<file path="config.mk">
export PLATFORM = sky130hd
export DESIGN_NAME = dst_addr_filter
export DESIGN_NICKNAME = d
export VERILOG_FILES = /design/src/rtl/dst_filt_pkg.sv /design/src/rtl/dst_hash_idx.sv /design/src/rtl/dst_sa_match.sv /design/src/rtl/dst_addr_filter.sv
export SDC_FILE = /design/constraint.sdc
export NUM_CORES = 1
export LEC_CHECK = 0
export ABC_AREA = 0
export BUFFER_PORTS_ARGS = -buffer_cell sky130_fd_sc_hd__buf_4
export CAP_MARGIN = 15
export CORE_AREA = 2 2 122 124
export CTS_CLUSTER_SIZE = 12
export DETAILED_ROUTE_END_ITERATION = 8
export DIE_AREA = 0 0 124 126
export MAX_ROUTING_LAYER = met4
export PLACE_DENSITY = 0.55
export SLEW_MARGIN = 10
export SYNTH_ARGS = -nofsm -noshare
export SYNTH_HDL_FRONTEND = slang
export SYNTH_HIERARCHICAL = 1
export SYNTH_SLANG_ARGS = --single-unit
</file>
<file path="constraint.sdc">
create_clock -name clk_i -period 0.8 [get_ports clk_i]
set_input_delay 0.04 -clock clk_i [delete_from_list [all_inputs] [get_ports clk_i]]
set_output_delay 0.04 -clock clk_i [all_outputs]
set_load 0.05 [all_outputs]
</file>
<file path="src/rtl/dst_filt_pkg.sv">
package dst_filt_pkg;
  localparam int ADDR_W = 48;

  typedef enum logic [1:0] {
    CODE_REJECT  = 2'b00,
    CODE_STATION = 2'b01,
    CODE_BCAST   = 2'b10,
    CODE_HASH    = 2'b11
  } match_code_e;
endpackage

</file>
<file path="src/rtl/dst_hash_idx.sv">
module dst_hash_idx #(
  parameter int ADDR_W = 48,
  parameter int IDX_W  = 6
) (
  input  logic [ADDR_W-1:0] dest_i,
  output logic [IDX_W-1:0]  idx_o
);
  for (genvar i = 0; i < IDX_W; i++) begin : g_fold
    always_comb begin
      logic acc;
      acc = 1'b0;
      for (int j = i; j < ADDR_W; j += IDX_W) acc ^= dest_i[j];
      idx_o[i] = acc;
    end
  end
endmodule

</file>
<file path="src/rtl/dst_sa_match.sv">
module dst_sa_match #(
  parameter int ADDR_W = 48,
  parameter int NUM_SA = 4,
  localparam int LO_W = 32,
  localparam int HI_W = ADDR_W - LO_W
) (
  input  logic [ADDR_W-1:0]      dest_i,
  input  logic [NUM_SA*LO_W-1:0] sa_lo_i,
  input  logic [NUM_SA*HI_W-1:0] sa_hi_i,
  output logic                   hit_o
);
  logic [NUM_SA-1:0] hit;

  for (genvar k = 0; k < NUM_SA; k++) begin : g_entry
    logic [ADDR_W-1:0] entry;
    assign entry  = {sa_hi_i[k*HI_W +: HI_W], sa_lo_i[k*LO_W +: LO_W]};
    // all-zero entry is an unused slot
    assign hit[k] = (entry != '0) && (entry == dest_i);
  end

  assign hit_o = |hit;
endmodule

</file>
<file path="src/rtl/dst_addr_filter.sv">
module dst_addr_filter
  import dst_filt_pkg::*;
#(
  parameter int NUM_SA     = 4,
  parameter int HASH_IDX_W = 6,
  localparam int HASH_N  = 1 << HASH_IDX_W,
  localparam int HWORD_W = HASH_N / 2,
  localparam int SA_LO_W = 32,
  localparam int SA_HI_W = ADDR_W - SA_LO_W
) (
  input  logic                      clk_i,
  input  logic                      rst_ni,
  input  logic                      addr_valid_i,
  input  logic [ADDR_W-1:0]         dest_addr_i,
  input  logic [HWORD_W-1:0]        hash_lo_i,
  input  logic [HWORD_W-1:0]        hash_hi_i,
  input  logic                      copy_all_i,
  input  logic                      no_bcast_i,
  input  logic                      hash_en_i,
  input  logic [NUM_SA*SA_LO_W-1:0] sa_lo_i,
  input  logic [NUM_SA*SA_HI_W-1:0] sa_hi_i,
  output logic                      decision_valid_o,
  output logic                      accept_o,
  output logic [1:0]                match_code_o
);
  logic [HASH_IDX_W-1:0] hash_idx;
  logic [HASH_N-1:0]     table_w;
  logic                  table_hit, sa_hit, is_bcast, is_mcast;
  match_code_e           code_d;
  logic                  accept_d;

  dst_hash_idx #(.ADDR_W(ADDR_W), .IDX_W(HASH_IDX_W)) i_hash (
    .dest_i (dest_addr_i),
    .idx_o  (hash_idx)
  );

  dst_sa_match #(.ADDR_W(ADDR_W), .NUM_SA(NUM_SA)) i_sa (
    .dest_i  (dest_addr_i),
    .sa_lo_i (sa_lo_i),
    .sa_hi_i (sa_hi_i),
    .hit_o   (sa_hit)
  );

  assign table_w   = {hash_hi_i, hash_lo_i};
  assign table_hit = table_w[hash_idx];
  assign is_bcast  = &dest_addr_i;
  assign is_mcast  = dest_addr_i[0];

  always_comb begin
    if (is_bcast)
      code_d = (!no_bcast_i || copy_all_i) ? CODE_BCAST : CODE_REJECT;
    else if (sa_hit)
      code_d = CODE_STATION;
    else if (is_mcast && hash_en_i && table_hit)
      code_d = CODE_HASH;
    else
      code_d = CODE_REJECT;
    accept_d = copy_all_i || (code_d != CODE_REJECT);
  end

  // config is consumed only in the strobe cycle
  always_ff @(posedge clk_i or negedge rst_ni) begin
    if (!rst_ni) begin
      decision_valid_o <= 1'b0;
      accept_o         <= 1'b0;
      match_code_o     <= 2'b00;
    end else begin
      decision_valid_o <= addr_valid_i;
      accept_o         <= addr_valid_i && accept_d;
      match_code_o     <= addr_valid_i ? code_d : CODE_REJECT;
    end
  end

  a_r1_valid_follows_strobe: assert property (@(posedge clk_i) disable iff (!rst_ni)
    decision_valid_o == $past(addr_valid_i));
  a_r1_idle_quiet: assert property (@(posedge clk_i) disable iff (!rst_ni)
    !decision_valid_o |-> (!accept_o && match_code_o == 2'b00));
  a_r2_index_parity: assert property (@(posedge clk_i) disable iff (!rst_ni)
    addr_valid_i |-> ((^hash_idx) == (^dest_addr_i)));
  a_r7_copy_all_accepts: assert property (@(posedge clk_i) disable iff (!rst_ni)
    (addr_valid_i && copy_all_i) |=> accept_o);
  a_r6_no_bcast_rejects: assert property (@(posedge clk_i) disable iff (!rst_ni)
    (addr_valid_i && is_bcast && no_bcast_i && !copy_all_i) |=> !accept_o);
  a_r5_zero_never_accepted: assert property (@(posedge clk_i) disable iff (!rst_ni)
    (addr_valid_i && dest_addr_i == '0 && !copy_all_i) |=> !accept_o);
  a_r4_hash_off_rejects: assert property (@(posedge clk_i) disable iff (!rst_ni)
    (addr_valid_i && is_mcast && !is_bcast && !hash_en_i && !sa_hit && !copy_all_i)
      |=> (!accept_o && match_code_o == 2'b00));
endmodule

</file>
=== Yosys cells after proc, flatten, opt, wreduce, memory -nomap -nowiden ===
Index checks and enable logic that the tools add are counted.

* Order comparisons: 1
* Equal/unequal tests: 4
* Mux-type cells: 7
* Bitwise gates (word level): 42
* Reductions and logical operators: 17

{| class="wikitable"
|+ Operators by type and width
! kind !! count
|-
| $eq A48 B48 Y1 || 4
|-
| $reduce_bool A48 Y1 || 4
|-
| $reduce_and A48 Y1 || 1
|-
| $xor A1 B1 Y1 || 42
|-
| $mux W2 || 5
|-
| $logic_and A1 B1 Y1 || 7
|-
| $lt A6 B7 Y1 const B || 1
|-
| $bmux W1 S6 || 1
|-
| $reduce_or A4 Y1 || 1
|-
| $logic_or A1 B1 Y1 || 2
|-
| $reduce_bool A2 Y1 || 1
|-
| $logic_not A1 Y1 || 1
|-
| $mux W1 || 1
|}

* Flip-flop bits (word level): 4
* Input port bits: 310
* Word-level logic and storage cells: 74

=== Logic depth before layout (Yosys ltp) ===
Gate-level depths: netlist of run 1.

* Depth in word-level cells: 16
* Depth in mapped cells: 11
* Depth with buffers taken out: 8

=== Cells and area by module ===
The synthesis of run 1 kept the hierarchy.

{| class="wikitable"
|+ By module, submodules not included
! module !! instances !! cells an instance !! area each (um2) !! seq. area each (um2)
|-
| dst_sa_match || 1 || 321 || 2491.1 || 0.0
|-
| dst_addr_filter || 1 || 70 || 834.6 || 100.1
|-
| dst_hash_idx || 1 || 48 || 412.9 || 0.0
|}

=== Worst setup path after synthesis of run 1 ===
OpenSTA, ideal clock, no wires.

* Path kind: input to register
* Start: input dest_addr_i[43]
* End: register accept_o
* Setup time: 133 ps
* Data arrival time: 1917 ps
* Data required time: 667 ps
* Slack: -1250 ps
* Cell stages on the path: 10
* Cells stage by stage: xor2_1 > xnor2_1 > xnor2_1 > buf_4 > buf_6 > mux4_2 > mux2i_1 > a221oi_2 > a221oi_2 > a31oi_1

* Cells in the longest elaborated chain, start to end: 10

{| class="wikitable"
|+ RTL lines
! item !! RTL line !! source
|-
| start, declared || dst_addr_filter.sv:14 || <nowiki>input logic [ADDR_W-1:0] dest_addr_i,</nowiki>
|-
| $xor A1 B1 Y1 || dst_hash_idx.sv:12 || <nowiki>for (int j = i; j < ADDR_W; j += IDX_W) acc ^= dest_i[j];</nowiki>
|-
| net i_hash.g_fold[1].$2.acc || dst_hash_idx.sv:10 || <nowiki>logic acc;</nowiki>
|-
| $bmux W1 S6 || dst_addr_filter.sv:45 || <nowiki>assign table_hit = table_w[hash_idx];</nowiki>
|-
| $mux W1 (not written as such) || dst_addr_filter.sv:45 ||
|-
| $logic_and A1 B1 Y1 || dst_addr_filter.sv:54 || <nowiki>else if (is_mcast && hash_en_i && table_hit)</nowiki>
|-
| $mux W2 || dst_addr_filter.sv:54 ||
|-
| $mux W2 || dst_addr_filter.sv:52 || <nowiki>else if (sa_hit)</nowiki>
|-
| $mux W2 || dst_addr_filter.sv:50 || <nowiki>if (is_bcast)</nowiki>
|-
| $reduce_bool A2 Y1 || dst_addr_filter.sv:58 || <nowiki>accept_d = copy_all_i || (code_d != CODE_REJECT);</nowiki>
|-
| $logic_or A1 B1 Y1 || dst_addr_filter.sv:58 ||
|-
| $logic_and A1 B1 Y1 || dst_addr_filter.sv:69 || <nowiki>accept_o <= addr_valid_i && accept_d;</nowiki>
|-
| end signal, assigned || dst_addr_filter.sv:69 ||
|-
| end, declared || dst_addr_filter.sv:23 || <nowiki>output logic accept_o,</nowiki>
|}

The timed path passes the listed nets, and every way through them passes these cells. The select of a mux whose other input is x is not followed.

=== Worst setup path after layout of run 1 ===
* Start: input dest_addr_i[37]
* End: register accept_o

* Cells in the longest elaborated chain, start to end: 11

{| class="wikitable"
|+ RTL lines
! item !! RTL line !! source
|-
| $xor A1 B1 Y1 (2 in series) || dst_hash_idx.sv:12 ||
|-
| net hash_idx[1] || dst_addr_filter.sv:26 || <nowiki>logic [HASH_IDX_W-1:0] hash_idx;</nowiki>
|-
| $bmux W1 S6 || dst_addr_filter.sv:45 ||
|-
| $mux W1 (not written as such) || dst_addr_filter.sv:45 ||
|-
| $logic_and A1 B1 Y1 || dst_addr_filter.sv:54 ||
|-
| $mux W2 || dst_addr_filter.sv:54 ||
|-
| $mux W2 || dst_addr_filter.sv:52 ||
|-
| $mux W2 || dst_addr_filter.sv:50 ||
|-
| $reduce_bool A2 Y1 || dst_addr_filter.sv:58 ||
|-
| $logic_or A1 B1 Y1 || dst_addr_filter.sv:58 ||
|-
| $logic_and A1 B1 Y1 || dst_addr_filter.sv:69 ||
|}

The timed path passes the listed nets, and every way through them passes these cells. The select of a mux whose other input is x is not followed.

==> results of run 1 <==
cell usage after synthesis:
cell	number	area, um2
sky130_fd_sc_hd__nand4_1	36	225.2
sky130_fd_sc_hd__nor3_1	4	20.02
sky130_fd_sc_hd__xnor2_1	36	315.3
sky130_fd_sc_hd__o21ai_0	1	5.000
sky130_fd_sc_hd__nor2_1	2	7.510
sky130_fd_sc_hd__and2_1	1	6.260
sky130_fd_sc_hd__nor2b_1	2	12.51
sky130_fd_sc_hd__nand2_1	3	11.26
sky130_fd_sc_hd__nand3_1	3	15.01
sky130_fd_sc_hd__mux2i_1	8	80.08
sky130_fd_sc_hd__mux4_1	3	78.83
sky130_fd_sc_hd__nor4_1	102	638.1
sky130_fd_sc_hd__buf_2	2	10.01
sky130_fd_sc_hd__a221oi_2	3	45.04
sky130_fd_sc_hd__nor4_2	1	12.51
sky130_fd_sc_hd__mux4_2	13	292.8
sky130_fd_sc_hd__buf_6	2	22.52
sky130_fd_sc_hd__or4_1	1	7.510
sky130_fd_sc_hd__dfrtp_1	4	100.1
sky130_fd_sc_hd__xor2_1	198	1734
sky130_fd_sc_hd__buf_4	6	45.04
sky130_fd_sc_hd__a22oi_1	3	22.52
sky130_fd_sc_hd__o22ai_1	1	6.260
sky130_fd_sc_hd__a31oi_1	1	6.260
sky130_fd_sc_hd__nand3b_1	2	15.01
sky130_fd_sc_hd__inv_1	1	3.750
layer usage:
layer,part of all wire [%],routed length (um)
met1,37,9793
met2,51,13310
met3,8.4,2204
met4,3.4,891
met5,0,0
tightest hold or removal path, delay by kind of cell:
family | cells | cell delay, ns
buf+inv | 2 | 0.13
compound gates | 1 | 0.12
registers in the layout (all words and copies together), names as in the netlist:
name              count
match_code_o          2
accept_o              1
decision_valid_o      1
logic make-up (layout without fill, tap and decap cells):
family / after synthesis / count (layout) / synth area share (%)
XOR/XNOR: 234 / 234 / 54.82
AO/OA/AOI/OAI: 9 / 9 / 2.276
multiplexers: 24 / 24 / 12.08
AND/OR/NAND/NOR: 157 / 157 / 25.97
buffers and inverters: 11 / 557 / 2.175
flip-flops: 4 / 4 / 2.677
metrics by stage:
stage          cells  utilization (%)
3_5_place_dp    1160            56.24
2_1_floorplan    439                -
6_report        1169            59.01
4_1_cts         1169            58.72
3_3_place_gp    1160            56.24
5_1_grt         1169            59.01
power breakdown:
part           leakage, uW  total [uW]  internal (uW)  switching, uW
clock            0.0000370         770            638            132
combinational      0.00398        7030           4010           3020
sequential       0.0000517         247            233           13.6
total              0.00407        8050           4880           3160
path summary, 6_finish.rpt:
kind	slack, ns	from	endpoint	cells past startpoint
min in group asynchronous	0.15	rst_ni	match_code_o[1]	2
max in group asynchronous	0.55	rst_ni	match_code_o[0]	2
setup / recovery	-1.38	dest_addr_i[37]	accept_o	11
hold / removal	0.11	copy_all_i	accept_o	3
timing repair:
action | CTS | global route
endpoints found under the hold margin | 5 | 0
cloned | 1 | 0
hold buffers | 2 | 0
pin swaps | 18 | 6
gates resized for setup | 36 | 6
setup buffers | 5 | 0
endpoints found under the setup margin | 6 | 5
final cells by class:
| cell class | instances | area [um2] | share of cell area (%) |
|---|---|---|---|
| repair buffers | 553 | 4244 | 50.24 |
| clock buffers | 3 | 75.07 | 0.8888 |
| multi-input cells | 424 | 3794 | 44.91 |
| flip-flops and latches | 4 | 100.1 | 1.185 |
| well taps | 184 | 230.2 | 2.726 |
| inverters | 1 | 3.754 | 0.04444 |
==> implementation parameters, run 1 <==
Parameter                              Value

Status
  Status ... finished, violations left
  Violated checks ... setup timing

STA
  Setup slack of the critical path after layout ... -1.377 ns
  Max transition margin ... 60.00%
  Setup violation total in the final timing report ... 3
  Actual slew at the worst max-slew pin ... 0.5945 ns
  Setup repair after global routing missed its margin ... yes
  Final Hold Slack ... 0.1089 ns
  Number of slew-limit violations in the final report ... 0
  Final-layout setup total negative slack ... -3.939 ns
  Final Critical Period ... 2.177 ns
  Hold Violations, Final ... 0
  Top achievable clock speed ... 0.4593 GHz
  Part of the cycle the worst path needs ... 272.2%

Synthesis
  Number of warning messages in the yosys log ... 6
  Synthesized flop and latch total ... 4
  Synthesized netlist net count ... 749
  Post-Synthesis Mean Instance Area ... 8.516 um2
  Number of distinct library cells after synthesis ... 26
  Part of the Yosys area used for sequential elements ... 2.677%
  Instance count of the mapped netlist ... 439
  Synthesized cell area ... 3739 um2

Run
  Max-cap violation count ... 0

Final layout
  Most common library cell in the layout ignoring fill and taps ... sky130_fd_sc_hd__buf_4
  Number of filler instances in the final layout ... 1352
  Total Nets Final ... 1297
  Relative area change from synthesis to final layout ... 125.9%
  Commonest non-fill, non-tap cells in the layout ... sky130_fd_sc_hd__buf_4 (535), sky130_fd_sc_hd__xor2_1 (196), sky130_fd_sc_hd__nor4_1 (101)
  Antenna diodes ... 0
  Fraction of final layout cells sized beyond drive strength 1 ... 60.10%
  Post-route cell area ... 8447 um2

GRT
  GR Util All Layers ... 33.69%
  Met3 demand-to-capacity share in global routing ... 4.438%
  Maximum number of pins on one net before global-route repair ... 9
  Most congested layer reported by global routing ... met2
  Number of global-route vias before repair ... 6553
  Initial antenna violation count ... 0
  Global-route track usage on met2 ... 60.28%
  Wire length of the first global-routing pass ... 37720 um
  Remaining Overflow, GRT ... 0
  Met1 Use GR ... 38.70%

Floorplanning
  Boundary pin count ... 314
  Standard-cell row count ... 44
  Total Die Area ... 15620 um2
  Die X ... 124 um
  Vert. Die Dim ... 126 um
  Effective utilization at floorplan ... 26.12%
  Core area ... 14310 um2

Critical path
  Slowest CP cell ... sky130_fd_sc_hd__mux4_2
  Maximum net fanout on the critical path ... 7
  Crit Path Class ... input port to register
  CP peak stage delay ... 0.50 ns
  Data arrival at the endpoint of the critical path ... 2.27 ns
  Crit path launch type ... input port
  Data required time of the worst path ... 0.89 ns
  Crit end category ... register
  Buffer and inverter count on the worst path ... 3
  Kind of cell with the highest combined delay on the critical path ... multiplexers
  Cells traversed along the worst timing path ... buf_4, xnor2_4, xnor2_2, xnor2_2, buf_12, buf_12, mux4_2, mux2i_2, a22oi_2, a221oi_2, a31oi_1

Route
  Wire length after detailed routing ... 26200 um
  Average detailed-routed wire length per instance ... 22.41 um
  Antenna-violating nets left ... 0
  DR DRC count ... 0
  Vias per cell ... 5.122
  Via count ... 5988
  Iteration count of the initial detailed-routing pass ... 4
  DRC violation total after the first TritonRoute iteration ... 311

Power and ir drop
  PnR Total Power ... 8046 uW
  Areal power density over the cells ... 952.5 nW/um2
  Static Leak ... 0.004068 uW
  Peak ir drop on the vdd network ... 0.0004551 V

Clock network
  Number of sinks on the clock net ... 4
  CTS HTree Levels ... 1
  Clock tree from TritonCTS ... done
  Total CTS buffers ... 3
  Longest Clk Path Bufs ... 2
  Clock tree root driver cell ... sky130_fd_sc_hd__clkbuf_16
  Clock transition time at the flip-flop clock pins of the worst setup and hold paths ... 0.03 ns

Placed design
  Count of input and output buffers ... 313
  Post-Place Cell Area ... 8050 um2
  Worst setup slack after placement ... -1.742 ns
  Half-perimeter wire length after detailed placement ... 22050 um
  Gp weighted congestion ... 0.9679

Min path
  Type of the tightest min-delay check ... input port to register
No activity file was read; power rests on OpenSTA's default activity.
==> run 2: changes to the inputs <==
--- a/config.mk
+++ b/config.mk
@@ -13,6 +13,7 @@
 export DETAILED_ROUTE_END_ITERATION = 8
 export DIE_AREA = 0 0 124 126
+export HOLD_SLACK_MARGIN = 0.08
 export MAX_ROUTING_LAYER = met4
-export PLACE_DENSITY = 0.55
+export PLACE_DENSITY_LB_ADDON = 0.05
 export SLEW_MARGIN = 10
 export SYNTH_ARGS = -nofsm -noshare
==> constraint.sdc (replaced) <==
create_clock -name clk_i -period 0.8 [get_ports clk_i]
set_input_delay 0.2 -clock clk_i [delete_from_list [all_inputs] [get_ports clk_i]]
set_output_delay 0.2 -clock clk_i [all_outputs]
set_load 0.05 [all_outputs]
==> run 2 against run 1 <==
Against the previous run: the flow still finishes with violations (setup timing); sequential power about the same; sequential share of layout area about the same; die area unchanged; non-clock buffer count increased by 10; fmax decreased by 5.4%; global-route usage decreased by 2.1 points; combinational power decreased by 1%; critical path depth unchanged; final area increased by 2.3%; power decreased by 1.2%; first-iteration DRC count decreased by 11%; largest power group unchanged.
==> implementation parameters, run 2 (same netlist as run 1, synthesis figures left out) <==
Parameter                              Value

Status
  Status ... finished, violations left
  Violated checks ... setup timing

Final layout
  Top Registers ... match_code_o x2, accept_o x1, decision_valid_o x1
  Register with the most flip-flops ... match_code_o
  Flip-flop count of the largest register after layout ... 2 (unchanged)
  Relative area change from synthesis to final layout ... 131.2%
  Post-route cell area ... 8645 um2 (+2.3%)
  Total Nets Final ... 1307 (+0.77%)
  Commonest non-fill, non-tap cells in the layout ... sky130_fd_sc_hd__buf_4 (532), sky130_fd_sc_hd__xor2_1 (196), sky130_fd_sc_hd__nor4_1 (102)
  Number of filler instances in the final layout ... 1327 (-1.8%)
  Most common library cell in the layout ignoring fill and taps ... sky130_fd_sc_hd__buf_4
  Fraction of final layout cells sized beyond drive strength 1 ... 60.40% (+0.30 points)

STA
  Actual slew at the worst max-slew pin ... 0.6937 ns (+0.09928 ns)
  Setup violation total in the final timing report ... 7 (+4)
  Final-layout setup total negative slack ... -4.919 ns (-0.9806 ns)
  Setup repair after global routing missed its margin ... yes
  Max transition margin ... 53.32% (-6.7 points)
  Part of the cycle the worst path needs ... 287.7% (+15 points)
  Hold Violations, Final ... 0 (unchanged)
  Setup slack of the critical path after layout ... -1.501 ns (-0.1239 ns)
  Final Critical Period ... 2.301 ns (+0.1239 ns)
  Number of slew-limit violations in the final report ... 0 (unchanged)
  Top achievable clock speed ... 0.4346 GHz (-5.4%)

Placed design
  Post-Place Cell Area ... 8290 um2 (+3.0%)
  Gp weighted congestion ... 1.031 (+6.6%)
  Count of input and output buffers ... 313 (unchanged)
  Half-perimeter wire length after detailed placement ... 21700 um (-1.6%)

Critical path
  Crit path launch type ... input port
  Crit end category ... register
  Data arrival at the endpoint of the critical path ... 2.39 ns (+0.12 ns)
  Crit Path Class ... input port to register
  Data required time of the worst path ... 0.89 ns (about the same)
  Maximum net fanout on the critical path ... 7 (unchanged)

Route
  Average detailed-routed wire length per instance ... 21.16 um (-5.6%)
  Via count ... 5950 (-0.63%)
  DRC violation total after the first TritonRoute iteration ... 276 (-11%)
  DR DRC count ... 0 (unchanged)
  Antenna-violating nets left ... 0 (unchanged)
  Iteration count of the initial detailed-routing pass ... 4 (unchanged)
  Wire length after detailed routing ... 24970 um (-4.7%)
  Vias per cell ... 5.042 (-1.6%)

Floorplanning
  Total Die Area ... 15620 um2 (unchanged)
  Effective utilization at floorplan ... 26.12% (unchanged)
  Boundary pin count ... 314 (unchanged)
  Core area ... 14310 um2 (unchanged)
  Standard-cell row count ... 44 (unchanged)
  Vert. Die Dim ... 126 um (unchanged)
  Die X ... 124 um (unchanged)

Clock network
  CTS HTree Levels ... 1 (unchanged)
  Clock tree root driver cell ... sky130_fd_sc_hd__clkbuf_16
  Clock transition time at the flip-flop clock pins of the worst setup and hold paths ... 0.03 ns (about the same)
  Clock tree from TritonCTS ... done
  Longest Clk Path Bufs ... 2 (unchanged)
  Number of sinks on the clock net ... 4 (unchanged)
  Total CTS buffers ... 3 (unchanged)

Run
  Max-cap violation count ... 0 (unchanged)

GRT
  Maximum number of pins on one net before global-route repair ... 17 (+8)
  Remaining Overflow, GRT ... 0 (unchanged)
  GR Util All Layers ... 31.57% (-2.1 points)
  Wire length of the first global-routing pass ... 35330 um (-6.3%)
  Number of global-route vias before repair ... 6466 (-1.3%)
  Initial antenna violation count ... 1 (+1)

Power and ir drop
  Peak ir drop on the vdd network ... 0.0003938 V (-13%)
  Areal power density over the cells ... 919.7 nW/um2 (-3.4%)
  Static Leak ... 0.004165 uW (+2.4%)

Min path
  Type of the tightest min-delay check ... input port to register
==> run 2: changes by cell type in the layout (fill, tap and decap cells not counted), moves of 2 or more <==
cell                      previous run  this run
sky130_fd_sc_hd__xor2_4              2         0
sky130_fd_sc_hd__xnor2_1            22        24
sky130_fd_sc_hd__xor2_2              0         2
sky130_fd_sc_hd__buf_6              10        13
sky130_fd_sc_hd__buf_4             535       532
sky130_fd_sc_hd__a22oi_2             1         3
sky130_fd_sc_hd__buf_12              3        15
sky130_fd_sc_hd__a22oi_1             2         0
==> run 2: through the flow <==
step / instances / power (uW) / hold slack, ns / setup WS [ns] / utilization [%]
CTS: 1178 / 7788 / 0.1238 / -1.501 / 59.98
detailed placement: 1172 / 6655 / -0.0008667 / -1.924 / 57.92
global placement: 1172 / 6536 / -0.003646 / -1.877 / 57.92
finish: 1180 / 7950 / 0.1252 / -1.501 / 60.39
floorplan: 439 / 3193 / -0.09559 / -1.381 / -
global route: 1180 / 8354 / 0.1242 / -1.570 / 60.39
==> run 2: final cells by class <==
type / count / area (um2) / area share [%]
inverter: 1 / 3.754 / 0.04342
tap: 184 / 230.2 / 2.663
clock buffer: 3 / 75.07 / 0.8684
multi-input combinational: 424 / 3752 / 43.41
timing repair buffer: 563 / 4481 / 51.83
antenna: 1 / 2.502 / 0.02895
sequential: 4 / 100.1 / 1.158
==> run 2: final timing paths <==
kind,end,start,cells past startpoint
setup / recovery,accept_o,dest_addr_i[37],11
hold / removal,decision_valid_o,addr_valid_i,1
max in group asynchronous,match_code_o[0],rst_ni,2
min in group asynchronous,accept_o,rst_ni,2
==> run 2: per-layer routing <==
| metal | share of wire, % | vias to the layer above | global-route usage [%] | wire (um) |
|---|---|---|---|---|
| met5 | 0 | - | - | 0 |
| met4 | 4.5 | 0 | 11.63 | 1129 |
| met3 | 8.2 | 71 | 3.216 | 2057 |
| met2 | 52 | 344 | 58.18 | 12860 |
| met1 | 36 | 2742 | 34.44 | 8917 |
| li1 | - | 2793 | - | - |
==> run 2: worst max-delay path, stage by stage <==
cell and delay (ns):
sky130_fd_sc_hd__buf_6 0.12, sky130_fd_sc_hd__xnor2_4 0.14, sky130_fd_sc_hd__xnor2_2 0.20, sky130_fd_sc_hd__xnor2_2 0.14, sky130_fd_sc_hd__buf_6 0.15, sky130_fd_sc_hd__buf_12 0.13
sky130_fd_sc_hd__mux4_2 0.49, sky130_fd_sc_hd__mux2i_1 0.24, sky130_fd_sc_hd__a221oi_2 0.13, sky130_fd_sc_hd__a221oi_2 0.31, sky130_fd_sc_hd__a31oi_1 0.13
==> run 2: timing repair <==
item / 4_1_cts / 5_1_grt
hold endpoints to repair: 4 / 0
setup endpoints to repair: 7 / 7
setup buffers: 3 / 1
gates resized for setup: 30 / 10
pin swaps: 13 / 13
hold buffers: 1 / 0
==> run 2: power breakdown <==
| group | internal (uW) | switching [uW] |
|---|---|---|
| clock network | 638 | 141 |
| logic | 3960 | 2970 |
| registers | 233 | 12.9 |
| total | 4830 | 3120 |
==> run 3: changes to the inputs <==
Settings changed: SKIP_CTS_REPAIR_TIMING from default to 1.
==> run 3 against run 2 <==
Against the previous run: the flow still finishes with violations (setup timing); routed wire length fell by 0.55%; non-clock buffer count did not move; sequential cell count did not move; power fell by 0.82%; combinational power fell by 1%; final area fell by 0.38%; highest routed layer unchanged.
==> implementation parameters, run 3 (same netlist as run 1, synthesis figures left out) <==
Parameter                              Value

Run
  Max-cap violation count ... 0 (unchanged)

Final layout
  Area used by multi-input combinational logic ... 3721 um2 (-0.83%)
  Number of filler instances in the final layout ... 1330 (+0.23%)
  Register with the most flip-flops ... match_code_o
  Antenna diodes ... 0 (-1)
  Non-filler instance count after layout ... 1179 (-0.085%)
  Commonest non-fill, non-tap cells in the layout ... sky130_fd_sc_hd__buf_4 (534), sky130_fd_sc_hd__xor2_1 (196), sky130_fd_sc_hd__nor4_1 (102)
  Area of all sequential standard cells ... 100.1 um2 (unchanged)
  Relative area change from synthesis to final layout ... 130.4%
  Flip-flop count of the largest register after layout ... 2 (unchanged)
  Fraction of final layout cells sized beyond drive strength 1 ... 60.20% (-0.20 points)
  Top Registers ... match_code_o x2, accept_o x1, decision_valid_o x1
  Most common library cell in the layout ignoring fill and taps ... sky130_fd_sc_hd__buf_4
  Total Nets Final ... 1307 (unchanged)

Placed design
  Half-perimeter wire length after detailed placement ... 21700 um (unchanged)
  Count of input and output buffers ... 313 (unchanged)
  Number of placed instances, taps included ... 1172 (unchanged)
  Gp weighted congestion ... 1.031 (unchanged)

Floorplanning
  Boundary pin count ... 314 (unchanged)
  Effective utilization at floorplan ... 26.12% (unchanged)
  Die X ... 124 um (unchanged)
  Core area ... 14310 um2 (unchanged)
  Total Die Area ... 15620 um2 (unchanged)
  Vert. Die Dim ... 126 um (unchanged)
  Standard-cell row count ... 44 (unchanged)

GRT
  Remaining Overflow, GRT ... 0 (unchanged)
  Wire length of the first global-routing pass ... 35080 um (-0.70%)
  Maximum number of pins on one net before global-route repair ... 17 (unchanged)
  Number of global-route vias before repair ... 6407 (-0.91%)
  GR Util All Layers ... 31.29% (-0.28 points)
  Initial antenna violation count ... 0 (-1)

STA
  Max transition margin ... 55.22% (+1.9 points)
  Top achievable clock speed ... 0.4316 GHz (-0.67%)
  Number of slew-limit violations in the final report ... 0 (unchanged)
  Actual slew at the worst max-slew pin ... 0.6656 ns (-0.02816 ns)
  Setup violation total in the final timing report ... 7 (unchanged)
  Hold Violations, Final ... 0 (unchanged)
  Part of the cycle the worst path needs ... 289.6% (+2.0 points)
  Final Critical Period ... 2.317 ns (+0.01561 ns)
  Setup repair after global routing missed its margin ... yes
  Setup slack of the critical path after layout ... -1.517 ns (-0.01561 ns)
  Final-layout setup total negative slack ... -5.016 ns (-0.09642 ns)

Critical path
  CP peak stage delay ... 0.50 ns (about the same)
  Cells traversed along the worst timing path ... buf_12, xnor2_4, xnor2_2, xnor2_2, buf_6, buf_12, mux4_2, mux2i_2, a221oi_2, a221oi_2, a31oi_1
  Maximum net fanout on the critical path ... 7 (unchanged)
  Data required time of the worst path ... 0.89 ns (about the same)
  Data arrival at the endpoint of the critical path ... 2.41 ns (+0.02 ns)
  Slowest CP cell ... sky130_fd_sc_hd__mux4_2
  Logic depth of the worst path, buffers included ... 11 (unchanged)
  Buffer and inverter count on the worst path ... 3 (unchanged)
  Crit end category ... register
  Crit Path Class ... input port to register
  Kind of cell with the highest combined delay on the critical path ... multiplexers
  Crit path launch type ... input port

Clock network
  Clock tree from TritonCTS ... done
  CTS HTree Levels ... 1 (unchanged)
  Number of sinks on the clock net ... 4 (unchanged)
  Clock transition time at the flip-flop clock pins of the worst setup and hold paths ... 0.03 ns (about the same)
  Total CTS buffers ... 3 (unchanged)
  Longest Clk Path Bufs ... 2 (unchanged)
  Clock tree root driver cell ... sky130_fd_sc_hd__clkbuf_16

Route
  Antenna-violating nets left ... 0 (unchanged)
  Via count ... 5937 (-0.22%)
  Wire length after detailed routing ... 24830 um (-0.55%)
  Average detailed-routed wire length per instance ... 21.06 um (-0.47%)
  DR DRC count ... 0 (unchanged)
  DRC violation total after the first TritonRoute iteration ... 263 (-4.7%)
  Iteration count of the initial detailed-routing pass ... 4 (unchanged)
  Vias per cell ... 5.036 (-0.13%)

Min path
  Hold Path Depth ... 1 (unchanged)
  Type of the tightest min-delay check ... input port to register

Power and ir drop
  Peak ir drop on the vdd network ... 0.0003942 V (+0.12%)
  Static Leak ... 0.004164 uW (about the same)
  Areal power density over the cells ... 915.6 nW/um2 (-0.44%)

Status
  Status ... finished, violations left
  Violated checks ... setup timing
-- run 3: cell count changes in the layout (fill, tap and decap cells not counted), moves of 2 or more --
cell,previous run,this run
sky130_fd_sc_hd__buf_6,13,10
sky130_fd_sc_hd__buf_4,532,534
sky130_fd_sc_hd__xnor2_2,6,9
sky130_fd_sc_hd__xnor2_4,6,3
-- run 3: cell type report --
cell class / count / area share, %
clock buffer: 3 / 0.8717
multi-input combinational: 424 / 43.21
inverter: 1 / 0.04359
sequential: 4 / 1.162
tap: 184 / 2.673
timing repair buffer: 563 / 52.04
-- run 3: path summary, 6_finish.rpt --
kind | start | endpoint | slack, ns
min in group asynchronous | rst_ni | accept_o | 0.32
min | addr_valid_i | decision_valid_o | 0.13
max | dest_addr_i[1] | accept_o | -1.52
max in group asynchronous | rst_ni | match_code_o[0] | 0.38
-- run 3: metrics by stage --
stage	utilization (%)	hold slack (ns)	total power, uW	area (um2)	worst slack, ns
3_3_place_gp	57.92	-0.003646	6536	8290	-1.877
6_report	60.17	0.1254	7885	8612	-1.517
3_5_place_dp	57.92	-0.0008667	6655	8290	-1.924
2_1_floorplan	-	-0.09559	3193	3746	-1.381
5_1_grt	60.17	0.1242	8276	8612	-1.588
4_1_cts	58.44	-0.2342	7460	8366	-1.692
-- run 3: where the power goes --
part | switching, uW | internal [uW]
Clock | 141 | 639
Sequential | 12.9 | 233
Combinational | 2930 | 3930
-- run 3: layer usage --
| layer | wire length (um) | part of all wire (%) | vias to the layer above | global-route usage, % |
|---|---|---|---|---|
| met2 | 12740 | 51 | 336 | 57.56 |
| li1 | - | - | 2789 | - |
| met5 | 0 | 0 | - | - |
| met1 | 8878 | 36 | 2738 | 34.11 |
| met4 | 1174 | 4.7 | 0 | 11.63 |
| met3 | 2033 | 8.2 | 74 | 3.306 |
